===== src/rtl/wdt_key_pkg.sv =====
package wdt_key_pkg;
  localparam int unsigned KEY_W = 8;
  localparam logic [KEY_W-1:0] KEY_OPEN  = 8'h1E;
  localparam logic [KEY_W-1:0] KEY_CLOSE = 8'hE1;
  localparam logic ADDR_RESTART = 1'b0;
  localparam logic ADDR_PROGRAM = 1'b1;

  typedef enum logic {
    SEQ_IDLE = 1'b0,
    SEQ_HALF = 1'b1
  } seq_state_e;
endpackage


===== src/rtl/wdt_keyseq.sv =====
module wdt_keyseq
  import wdt_key_pkg::*;
(
  input  logic             clk,
  input  logic             rst_n,
  input  logic             clr,
  input  logic             wr_en,
  input  logic             wr_addr,
  input  logic [KEY_W-1:0] wr_data,
  output logic             kick
);
  seq_state_e st_q, st_d;
  logic       rs_wr;

  assign rs_wr = wr_en && (wr_addr == ADDR_RESTART) && !clr;

  always_comb begin
    st_d = st_q;
    kick = 1'b0;
    if (rs_wr) begin
      if (st_q == SEQ_HALF && wr_data == KEY_CLOSE) begin
        kick = 1'b1;
        st_d = SEQ_IDLE;
      end else if (st_q == SEQ_IDLE && wr_data == KEY_OPEN) begin
        st_d = SEQ_HALF;
      end else begin
        st_d = SEQ_IDLE;
      end
    end
  end

  always_ff @(posedge clk or negedge rst_n) begin
    if (!rst_n)   st_q <= SEQ_IDLE;
    else if (clr) st_q <= SEQ_IDLE;
    else          st_q <= st_d;
  end


  kick_once_chk: assert property (@(posedge clk) disable iff (!rst_n)
    kick |=> !kick);


  clr_idle_chk: assert property (@(posedge clk) disable iff (!rst_n)
    clr |=> (st_q == SEQ_IDLE));
endmodule


===== src/rtl/wdt_prescale.sv =====
module wdt_prescale #(
  parameter int unsigned SLOW_DIV = 2
) (
  input  logic clk,
  input  logic rst_n,
  input  logic run,
  input  logic restart,
  input  logic fast,
  output logic tick
);
  localparam int unsigned DW = (SLOW_DIV > 2) ? $clog2(SLOW_DIV) : 1;
  localparam logic [DW-1:0] LAST = DW'(SLOW_DIV - 1);

  logic [DW-1:0] ph_q;

  assign tick = run && (fast || ph_q == LAST);

  always_ff @(posedge clk or negedge rst_n) begin
    if (!rst_n)             ph_q <= '0;
    else if (restart)       ph_q <= '0;
    else if (run && !fast)  ph_q <= (ph_q == LAST) ? '0 : ph_q + 1'b1;
  end


  slow_gap_chk: assert property (@(posedge clk) disable iff (!rst_n)
    (tick && !fast && run) |=> !tick);
endmodule


===== src/rtl/wdt_counter.sv =====
module wdt_counter #(
  parameter int unsigned BASE_MULT  = 6,
  parameter int unsigned BASE_SHIFT = 14,
  parameter int unsigned TO_W       = 3
) (
  input  logic            clk,
  input  logic            rst_n,
  input  logic            kick,
  input  logic            clr,
  input  logic            hold,
  input  logic            tick,
  input  logic [TO_W-1:0] to_sel,
  output logic            armed,
  output logic            fire
);
  localparam int unsigned MAX_SHIFT = BASE_SHIFT + (1 << TO_W) - 1;
  localparam int unsigned CW = $clog2(BASE_MULT + 1) + MAX_SHIFT + 1;

  logic          armed_q;
  logic [CW-1:0] cnt_q, term_q, term_next;

  assign term_next = CW'(BASE_MULT) << (BASE_SHIFT + int'(to_sel));
  assign fire      = armed_q && tick && !hold && (cnt_q == term_q - CW'(1));
  assign armed     = armed_q;

  always_ff @(posedge clk or negedge rst_n) begin
    if (!rst_n) begin
      armed_q <= 1'b0;
      cnt_q   <= '0;
      term_q  <= '0;
    end else if (clr || fire) begin
      armed_q <= 1'b0;
      cnt_q   <= '0;
    end else if (kick) begin
      armed_q <= 1'b1;
      cnt_q   <= '0;
      term_q  <= term_next;
    end else if (armed_q && tick && !hold) begin
      cnt_q <= cnt_q + 1'b1;
    end
  end


  sticky_arm_chk: assert property (@(posedge clk) disable iff (!rst_n)
    (armed_q && !fire && !clr) |=> armed_q);


  below_term_chk: assert property (@(posedge clk) disable iff (!rst_n)
    armed_q |-> (cnt_q < term_q));


  frozen_count_chk: assert property (@(posedge clk) disable iff (!rst_n)
    (hold && !kick && !clr) |=> $stable(cnt_q));


  idle_zero_chk: assert property (@(posedge clk) disable iff (!rst_n)
    (!armed_q && !kick) |=> (cnt_q == '0));
endmodule


===== src/rtl/wdt_pulse.sv =====
module wdt_pulse #(
  parameter int unsigned PULSE_LEN = 96
) (
  input  logic clk,
  input  logic rst_n,
  input  logic fire,
  output logic active,
  output logic rst_out_n
);
  localparam int unsigned PW = $clog2(PULSE_LEN);
  localparam logic [PW-1:0] PEND = PW'(PULSE_LEN - 1);

  logic          act_q;
  logic [PW-1:0] pc_q;

  always_ff @(posedge clk or negedge rst_n) begin
    if (!rst_n) begin
      act_q <= 1'b0;
      pc_q  <= '0;
    end else if (act_q) begin
      if (pc_q == PEND) begin
        act_q <= 1'b0;
        pc_q  <= '0;
      end else begin
        pc_q <= pc_q + 1'b1;
      end
    end else if (fire) begin
      act_q <= 1'b1;
      pc_q  <= '0;
    end
  end

  assign active    = act_q;
  assign rst_out_n = ~act_q;


  start_cause_chk: assert property (@(posedge clk) disable iff (!rst_n)
    $rose(act_q) |-> $past(fire));


  hold_low_chk: assert property (@(posedge clk) disable iff (!rst_n)
    (act_q && pc_q != PEND) |=> act_q);


  end_len_chk: assert property (@(posedge clk) disable iff (!rst_n)
    $fell(act_q) |-> ($past(pc_q) == PEND));
endmodule


===== src/rtl/keyed_watchdog.sv =====
module keyed_watchdog
  import wdt_key_pkg::*;
#(
  parameter int unsigned BASE_MULT  = 6,
  parameter int unsigned BASE_SHIFT = 14,
  parameter int unsigned TO_W       = 3,
  parameter int unsigned SLOW_DIV   = 2,
  parameter int unsigned PULSE_LEN  = 96
) (
  input  logic             clk,
  input  logic             rst_n,
  input  logic             wr_en,
  input  logic             wr_addr,
  input  logic [KEY_W-1:0] wr_data,
  input  logic             x2_mode,
  input  logic             pdown,
  input  logic             wake,
  output logic             wdt_rst_n
);
  localparam int unsigned PRG_W = TO_W + 1;

  logic             kick, fire, armed, tick, pulse_act, hold, fast;
  logic             frz_q;
  logic [PRG_W-1:0] prog_q;

  // program register: [TO_W-1:0] time-out select, [TO_W] halve-rate bit
  always_ff @(posedge clk or negedge rst_n) begin
    if (!rst_n)         prog_q <= '0;
    else if (pulse_act) prog_q <= '0;
    else if (wr_en && wr_addr == ADDR_PROGRAM)
      prog_q <= wr_data[PRG_W-1:0];
  end

  // power-down latch: held from pdown until a wake strobe
  always_ff @(posedge clk or negedge rst_n) begin
    if (!rst_n)     frz_q <= 1'b0;
    else if (pdown) frz_q <= 1'b1;
    else if (wake)  frz_q <= 1'b0;
  end

  assign hold = pdown || frz_q;
  assign fast = x2_mode && !prog_q[TO_W];

  wdt_keyseq u_keyseq (
    .clk     (clk),
    .rst_n   (rst_n),
    .clr     (pulse_act),
    .wr_en   (wr_en),
    .wr_addr (wr_addr),
    .wr_data (wr_data),
    .kick    (kick)
  );

  wdt_prescale #(.SLOW_DIV(SLOW_DIV)) u_prescale (
    .clk     (clk),
    .rst_n   (rst_n),
    .run     (armed && !hold),
    .restart (kick),
    .fast    (fast),
    .tick    (tick)
  );

  wdt_counter #(
    .BASE_MULT  (BASE_MULT),
    .BASE_SHIFT (BASE_SHIFT),
    .TO_W       (TO_W)
  ) u_counter (
    .clk    (clk),
    .rst_n  (rst_n),
    .kick   (kick),
    .clr    (pulse_act),
    .hold   (hold),
    .tick   (tick),
    .to_sel (prog_q[TO_W-1:0]),
    .armed  (armed),
    .fire   (fire)
  );

  wdt_pulse #(.PULSE_LEN(PULSE_LEN)) u_pulse (
    .clk       (clk),
    .rst_n     (rst_n),
    .fire      (fire),
    .active    (pulse_act),
    .rst_out_n (wdt_rst_n)
  );


  pulse_disarm_chk: assert property (@(posedge clk) disable iff (!rst_n)
    pulse_act |-> !armed);


  pulse_prog_clear_chk: assert property (@(posedge clk) disable iff (!rst_n)
    pulse_act |=> (prog_q == '0));


  wake_hold_chk: assert property (@(posedge clk) disable iff (!rst_n)
    (frz_q && !wake) |=> frz_q);
endmodule


===== config.mk =====
export PLATFORM = sky130hd
export DESIGN_NAME = keyed_watchdog
export DESIGN_NICKNAME = d
export VERILOG_FILES = /design/src/rtl/wdt_key_pkg.sv /design/src/rtl/wdt_keyseq.sv /design/src/rtl/wdt_prescale.sv /design/src/rtl/wdt_counter.sv /design/src/rtl/wdt_pulse.sv /design/src/rtl/keyed_watchdog.sv
export SDC_FILE = /design/constraint.sdc
export NUM_CORES = 1
export LEC_CHECK = 0
export BUFFER_PORTS_ARGS = -buffer_cell sky130_fd_sc_hd__buf_2
export CAP_MARGIN = 5
export CORE_ASPECT_RATIO = 0.9
export CORE_MARGIN = 2
export CORE_UTILIZATION = 30
export CTS_BUF_LIST = sky130_fd_sc_hd__clkbuf_2 sky130_fd_sc_hd__clkbuf_4 sky130_fd_sc_hd__clkbuf_8
export CTS_CLUSTER_DIAMETER = 60
export DETAILED_ROUTE_END_ITERATION = 6
export GPL_ROUTABILITY_DRIVEN = 0
export SYNTH_ARGS = -nofsm -noshare
export SYNTH_HDL_FRONTEND = slang
export SYNTH_HIERARCHICAL = 1
export SYNTH_SLANG_ARGS = --single-unit

===== constraint.sdc =====
create_clock -name clk -period 3.2 [get_ports clk]
set_clock_uncertainty 0.1 [all_clocks]
set_input_delay 0.48 -clock clk [delete_from_list [all_inputs] [get_ports clk]]
set_output_delay 0.48 -clock clk [all_outputs]
set_load 0.005 [all_outputs]

After elaboration in Yosys (flattened, before gate mapping):

Index checks and enable logic that the tools add are counted.

* register bits: 66
* bits in latches: 0
* memory bits (writable): 0
* ROM bits: 0
* bits of input ports: 15
* output and inout bits: 1
* word-level logic and storage cells: 74
* memories: 0

* add/subtract/negate cells: 5
* multipliers: 0
* div/mod/pow operators: 0
* $lt $le $gt $ge: 0
* eq/ne operators: 4
* shifts and indexed selects: 1
* mux-type cells: 24
* bitwise operators: 4
* reduce and logical (&&, ||, !) cells: 27

Operators with widths (number)
* 25-bit two-way mux: 3
* 3-bit by 32-bit left shift with 25-bit output (first input constant): 1
* 25-bit by 1-bit adder with 25-bit output (second input constant): 1
* 25-bit equality test: 1
* 25-bit by 1-bit subtractor with 25-bit output (second input constant): 1
* 7-bit two-way mux: 3
* 1-bit two-way mux: 16
* 1-bit logical AND: 12
* 2-bit nonzero test: 6
* 8-bit by 5-bit equality test with 1-bit output (second input constant): 1
* 8-bit equality test (second input constant): 1
* 4-bit two-way mux: 2
* 7-bit by 1-bit adder with 7-bit output (second input constant): 1
* 7-bit equality test (second input constant): 1
* 4-bit by 3-bit adder with 5-bit output (first input constant): 1
* 1-bit logical NOT: 4
* 1-bit inverter: 4
* 1-bit logical OR: 3
* 3-bit nonzero test: 1
* 2-bit AND reduction: 1
* 1-bit adder (second input constant): 1

Logic depth before layout (Yosys ltp):

Gate-level depths: netlist (run 1).

* word-level depth: 10
* gate-level depth with buffers: 13

Cells and area by module:

Netlist (run 1), hierarchy kept.

Modules (own cells, without submodules)
* wdt_counter: times used 1, cells an instance 349, area an instance 3469.6 um^2, sequential area each 1176.1 um^2
* wdt_pulse: times used 1, cells an instance 45, area an instance 424.2 um^2, sequential area each 200.2 um^2
* keyed_watchdog: times used 1, cells an instance 25, area an instance 252.7 um^2, sequential area each 125.1 um^2
* wdt_keyseq: times used 1, cells an instance 12, area an instance 101.3 um^2, sequential area each 25.0 um^2
* wdt_prescale: times used 1, cells an instance 6, area an instance 61.3 um^2, sequential area each 25.0 um^2

Least setup slack after synthesis (run 1):

OpenSTA, ideal clock, no wires.

* kind: register to register
* start: register u_counter.term_q[15]
* end: register u_counter.term_q[15]
* setup time: 125 ps
* arrival: 2704 ps
* required time: 2975 ps
* setup slack: 271 ps
* stages on the path, launching flop included: 9
* path buffers: 1
* clock period less this slack: 2929 ps
* cells stage by stage: dfrtp_1 -> or4_1 -> or3_4 -> o41a_1 -> o211ai_2 -> nor4_4 -> a21oi_2 -> buf_6 -> mux2_4

* word-level cells in the longest chain between the ends: 6

Ends and longest elaborated chain
* start, declared: RTL line wdt_counter.sv:20 `logic [CW-1:0] cnt_q, term_q, term_next;`
* start signal, assigned: RTL line wdt_counter.sv:37 `term_q <= term_next;`
* 25-bit by 1-bit subtractor with 25-bit output: RTL line wdt_counter.sv:23 `assign fire = armed_q && tick && !hold && (cnt_q == term_q - CW'(1));`
* 25-bit equality test: RTL line wdt_counter.sv:23
* 1-bit logical AND: RTL line wdt_counter.sv:23
* 1-bit logical OR: RTL line wdt_counter.sv:31 `end else if (clr || fire) begin`
* 1-bit inverter (no line)
* 2-bit AND reduction (no line)

Every way passes these cells.
A chain may end at the register's enable or synchronous reset.

Final worst setup path (run 1):

* start: register u_counter.term_q[1]
* end: register u_counter.term_q[13]

Same word-level chain as after synthesis.

==> flow_summary_export.csv, run 1 <==
group,metric,value,unit
floorplan,dieWidth,130,um
timing,rsz0062_at_grt,"yes",
yosys,synth_top_area_cell,"dfrtp_1",
detailed_routing,dr.pass1.iters,5,
timing,slew_headroom,46.9,%
global_routing,grt_pass1_wl,16200,um
clocking,cts_root_buf,"clkbuf_8",
detailed_routing,wirelength,9810,um
finish,mostFrequentLayoutCells,"dfrtp_1 (62), nor2_1 (32), nand2_1 (29)",
detailed_routing,ant_nets,0,
clocking,clock_latency,0.35,ns
setup_path,crit_required,3.34,ns
floorplan,io_pins,16,
finish,layout-drive-gt1-share,24.5,%
yosys,ys_top_cells_by_area,"dfrtp_1 (36%), xnor2_1 (5.7%), nor2_4 (5.2%), xor2_1 (5.1%), mux2_4 (4.2%)",
finish,post-route-util,35.9,%
global_routing,gr-total-overflow,0,
timing,setup_tns,0,ns
yosys,yosysUniqueCellTypes,70,
setup_path,max_stage_delay,0.57,ns
worst_hold_path,hp-class,"input port to asynchronous set/reset pin",
clocking,cts_tree,"yes",
floorplan,coreArea,0.0140,mm2
global_routing,grt_antenna_before_repair,0,
setup_path,start_kind,"flop",
setup_path,path_delay_family,"compound AO/OA/AOI/OAI gates",
clocking,clk_pin_slew_worst_paths,0.07,ns
global_routing,track_usage,13.2,%
detailed_routing,vias_per_cell,5.00,
global_routing,grt_max_degree,63,
power,ir_worst_vdd,0.247,mV
place,dpl_cell_area,0.00470,mm2
setup_path,crit_buf_inv,3,
timing,finalCriticalPeriod,3.12,ns
floorplan,start_util,30.8,%
power,power.density,337,mW/mm2
place,hpwlAfterDp,6870,um
clocking,clockBufferDepth,2,
setup_path,cp-end-kind,"flop",
setup_path,crit_slowest_cell,"o32ai_1",
yosys,netlist_area,0.00431,mm2
yosys,synth_flop_cell,"dfrtp_1",
yosys,ys_async_sr_fraction,100,%
detailed_routing,drc,0,
finish,area_growth,16.6,%
yosys,synth_edf_count,0,
setup_path,cp.arrival,3.27,ns
timing,setup_viol,0,
yosys,synth_top_area_share,36.0,%
finish,diodes,0,
timing,period_share,97.6,%
global_routing,first_global_vias,3320,
setup_path,path_class,"flop to flop",
clocking,cts_hold_buffers,0,
finish,mostFrequentLayoutCell,"dfrtp_1",
clocking,cts_buffers,9,
floorplan,die-area,0.0153,mm2
yosys,synth_seq_cells,62,
detailed_routing,num_vias,3378,
timing,max_slew.worst_pin.slew,0.797,ns
detailed_routing,wl_per_cell,14.5,um
yosys,synth_fp_nets,465,
place,port_buffers,15,
timing,max_freq,0.320,GHz
floorplan,die_h,118,um
yosys,seq_area_frac_synth,36.0,%
run,cap_violations,0,
finish,nFillCells,1398,
yosys,ys_warn_count,6,
yosys,synthCells,437,
detailed_routing,drt_iter0_drc,207,
timing,report.final.hold_viol_count,0,
timing,slew_violations,0,
setup_path,crit_fanout,16,
clocking,cts.htree.levels,3,
outcome,status,"finished, final reports clean",
timing,whs,0.183,ns
clocking,clkSinkCount,62,
setup_path,crit_path_cell_trace,"inv_1, ha_1, nor3b_1, buf_4, nand3_1, and3_1, o32ai_1, nor4_4, a21oi_2, buf_12, mux2_1",
finish,num-nets-final,506,
yosys,postSynthAreaPerCell,9.86,um2
floorplan,rows,41,
finish,final_cell_area,0.00502,mm2
power,p_leak,0.00218,uW
[cells by family (layout without fill, tap and decap cells)]
family,count (synthesis),in the layout,synth area share [%]
multiplexers,20,20,6.10
flip-flops,62,62,36.0
XOR/XNOR,53,53,10.8
adder cells (fa/ha/maj),13,13,3.77
buffers and inverters,32,76,4.24
AND/OR/NAND/NOR,206,206,30.3
AO/OA/AOI/OAI,51,52,8.77
[what timing repair did]
item,4_1_cts,5_1_grt
endpoints found under the hold margin,0,0
setup buffers,0,4
cloned,0,1
endpoints found under the setup margin,7,37
gates resized for setup,1,10
pin swaps,0,4
[per-stage QoR]
| stage | power, uW | cells | setup WS (ns) |
|---|---|---|---|
| 4_1_cts | 1710 | 670 | 0.0205 |
| 2_1_floorplan | 881 | 437 | 0.271 |
| 3_3_place_gp | 922 | 655 | -0.0749 |
| 3_5_place_dp | 924 | 655 | -0.245 |
| 6_report | 1690 | 675 | 0.0754 |
| 5_1_grt | 1770 | 675 | -0.100 |
[cell type report]
type                    count  area (um2)  area share (%)
well taps                 193         241            4.81
flip-flops and latches     62        1550            30.9
clock buffers              11         151            3.01
multi-input cells         344        2640            52.6
repair buffers             43         298            5.93
inverters                  18        67.6            1.35
clock inverters             4        70.1            1.40
[where the power goes]
part / internal, uW / switching, uW
sequential: 791 / 9.04
clock: 474 / 310
combinational: 43.3 / 63.1
total: 1310 / 382
[path summary, 6_finish.rpt]
path / from / endpoint / slack (ns) / cells past startpoint
setup reg to reg: u_counter/term_q[1]$_DFFE_PN0P_ / u_counter/term_q[13]$_DFFE_PN0P_ / 0.08 / 11
max in group asynchronous: rst_n / u_counter/cnt_q[14]$_DFFE_PN0P_ / 2.28 / 2
hold reg to reg: frz_q$_DFFE_PN0P_ / frz_q$_DFFE_PN0P_ / 0.37 / 1
setup / recovery: u_counter/term_q[1]$_DFFE_PN0P_ / u_counter/term_q[13]$_DFFE_PN0P_ / 0.08 / 11
min in group clk: pdown / frz_q$_DFFE_PN0P_ / 0.22 / 2
hold / removal: rst_n / frz_q$_DFFE_PN0P_ / 0.18 / 2
[synth_stat cells, drive strengths merged (9+ instances only)]
library cell	instances
dfrtp	62
nor2	53
nand2	30
xnor2	28
xor2	25
inv	18
nand3	18
nor3	16
mux2	14
ha	13
nor4	13
and3	12
a21oi	11
or3	11
buf	9
nand4	9
[routing by layer]
layer | GRT usage (%) | share of wire [%] | vias to the layer above
li1 | - | - | 1628
met1 | 18.6 | 48 | 1655
met2 | 19.9 | 45 | 84
met3 | 3.91 | 5.5 | 11
met4 | 3.19 | 1.1 | 0
met5 | 0 | 0 | -
[sequential cells by signal, indices dropped and copies added, names as in the netlist]
name,cells
u_counter/cnt_q,25
u_counter/term_q,21
u_pulse/pc_q,7
prog_q,4
frz_q,1
u_counter/armed,1
u_keyseq/st_q,1
u_prescale/ph_q,1
u_pulse/active,1
No activity file was read; power rests on OpenSTA's default activity.
==> run 2, diff against run 1 <==
--- a/config.mk
+++ b/config.mk
@@ -14,6 +14,8 @@
 export CTS_CLUSTER_DIAMETER = 60
 export DETAILED_ROUTE_END_ITERATION = 6
 export GPL_ROUTABILITY_DRIVEN = 0
+export PLACE_DENSITY = 0.49
+export SLEW_MARGIN = 20
 export SYNTH_ARGS = -nofsm -noshare
 export SYNTH_HDL_FRONTEND = slang
 export SYNTH_HIERARCHICAL = 1
==> flow_summary_export.csv, run 2 (synthesized netlist as in run 1, its figures left out) <==
group,metric,value,unit
setup_path,crit_path_cell_trace,"buf_4, or3_4, or3_1, o21a_1, nor4_1, nand3_1, nor4b_4, buf_4, nor2_2, a22oi_2, o31ai_1",
timing,slew_headroom,45.4,%
worst_hold_path,hp-class,"input port to asynchronous set/reset pin",
finish,mostFrequentLayoutCell,"dfrtp_1",
finish,fin_cells,673,
clocking,post-cts-setup-buffers,0,
global_routing,first_global_vias,3275,
floorplan,start_util,30.8,%
clocking,cts_buffers,9,
clocking,cts_tree,"yes",
global_routing,grt_antenna_before_repair,0,
power,p_leak,0.00217,uW
place,dp_slack,-0.227,ns
detailed_routing,route.met2.wl,4470,um
finish,layout-drive-gt1-share,25.0,%
detailed_routing,ant_nets,0,
finish,final_cell_area,0.00506,mm2
clocking,clock_latency,0.36,ns
timing,setup_slack,0.104,ns
clocking,cts.htree.levels,3,
setup_path,r2r_cells,11,
place,port_buffers,15,
setup_path,r2r_slack,0.10,ns
setup_path,cp-end-kind,"flop",
clocking,clockBufferDepth,2,
floorplan,rows,41,
finish,diodes,0,
finish,num-nets-final,503,
finish,largest_register_ffs,25,
setup_path,max_stage_delay,0.43,ns
timing,max_slew.worst_pin.slew,0.819,ns
run,cap_violations,0,
place,hpwlAfterDp,7260,um
timing,setup_viol,0,
detailed_routing,wirelength,10000,um
floorplan,coreArea,0.0140,mm2
floorplan,die-area,0.0153,mm2
power,power.density,354,mW/mm2
power,ir_worst_vdd,0.182,mV
timing,finalCriticalPeriod,3.10,ns
setup_path,crit_required,3.33,ns
place,dpl_cell_area,0.00473,mm2
finish,largest_registers,"u_counter/cnt_q x25, u_counter/term_q x21, u_pulse/pc_q x7",
finish,area_growth,17.4,%
detailed_routing,wl_per_cell,14.9,um
timing,max_freq,0.323,GHz
detailed_routing,routedLengthMet1,4940,um
setup_path,path_class,"flop to flop",
detailed_routing,dr.pass1.iters,4,
setup_path,crit_fanout,10,
setup_path,start_kind,"flop",
detailed_routing,routed-wl-met3,385,um
clocking,clkSinkCount,62,
detailed_routing,top_layer,"met4",
setup_path,rr_startpoint,"u_counter/term_q[12]$_DFFE_PN0P_",
setup_path,path_common_cell,"buf_4",
global_routing,gr-total-overflow,0,
global_routing,track_usage,13.8,%
clocking,cts_root_buf,"clkbuf_8",
detailed_routing,drt_iter0_drc,112,
setup_path,cp.arrival,3.23,ns
detailed_routing,vias_per_cell,4.89,
timing,slew_violations,0,
floorplan,die_h,118,um
timing,period_share,96.7,%
detailed_routing,num_vias,3293,
global_routing,grt_max_degree,63,
clocking,clk_pin_slew_worst_paths,0.07,ns
finish,mostFrequentLayoutCells,"dfrtp_1 (62), nor2_1 (31), nand2_1 (29)",
floorplan,io_pins,16,
detailed_routing,drc,0,
global_routing,grt_pass1_wl,16700,um
setup_path,reg2reg_to,"u_pulse/pc_q[3]$_DFFE_PN0P_",
floorplan,dieWidth,130,um
setup_path,crit_slowest_cell,"or3_4",
finish,largest-register,"u_counter/cnt_q",
power,p_total,1790,uW
timing,report.final.hold_viol_count,0,
place,dp.cells,657,
outcome,status,"finished, final reports clean",
[run 2: changes by cell type in the layout (fill, tap and decap cells not counted), sizes merged]
cell / before / now
bufinv: 2 / 3
clkinv: 2 / 1
buf: 43 / 41
a211o: 2 / 1
clkinvlp: 0 / 1
[run 2: how the worst max path moves through the flow]
stage,end,cells after the start,from,slack (ns)
global route,u_pulse/pc_q[3]$_DFFE_PN0P_,10,u_counter/term_q[15]$_DFFE_PN0P_,-0.03
CTS,u_pulse/pc_q[3]$_DFFE_PN0P_,10,u_counter/term_q[15]$_DFFE_PN0P_,0.005
detailed placement,u_pulse/pc_q[3]$_DFFE_PN0P_,14,pdown,-0.23
finish,u_pulse/pc_q[3]$_DFFE_PN0P_,11,u_counter/term_q[12]$_DFFE_PN0P_,0.10
global placement,u_pulse/pc_q[3]$_DFFE_PN0P_,14,pdown,-0.13
floorplan,u_counter/term_q[15]$_DFFE_PN0P_,8,u_counter/term_q[15]$_DFFE_PN0P_,0.27
[run 2: cell type report]
class	count	area [um2]
Clock buffer	11	145
Fill cell	1423	8940
Inverter	18	67.6
Clock inverter	5	106
Multi-Input combinational cell	343	2650
Timing Repair Buffer	41	295
Sequential cell	62	1550
Tap cell	193	241
[run 2: worst max-delay path: cells and delay by family, from the launching register on]
family          cells  cell delay [ns]
simple gates        6             1.63
compound gates      3             0.49
flops               1             0.37
buf+inv             2             0.36
[run 2: metrics by stage]
stage | hold WS (ns) | util [%] | setup TNS (ns)
floorplan | 0.0844 | - | 0
global placement | 0.356 | 33.8 | -0.478
detailed placement | 0.359 | 33.8 | -1.05
CTS | 0.190 | 35.7 | 0
global route | 0.200 | 36.1 | -0.0402
finish | 0.205 | 36.1 | 0
[run 2: timing repair]
item                                    CTS  global route
endpoints found under the setup margin    6            21
hold buffers                              0             0
pin swaps                                 0             2
gates resized for setup                   2            13
[run 2: where the power goes]
group	leakage (uW)	internal [uW]	switching [uW]
Clock	0.000123	549	334
Combinational	0.00126	43.3	64.1
Sequential	0.000788	791	9.71
[run 2: layer usage]
metal  up-vias  track usage (%)
li1       1623                -
met1      1589             19.8
met2        62             20.2
met3        19             3.14
met4         0             4.99
met5         -                0
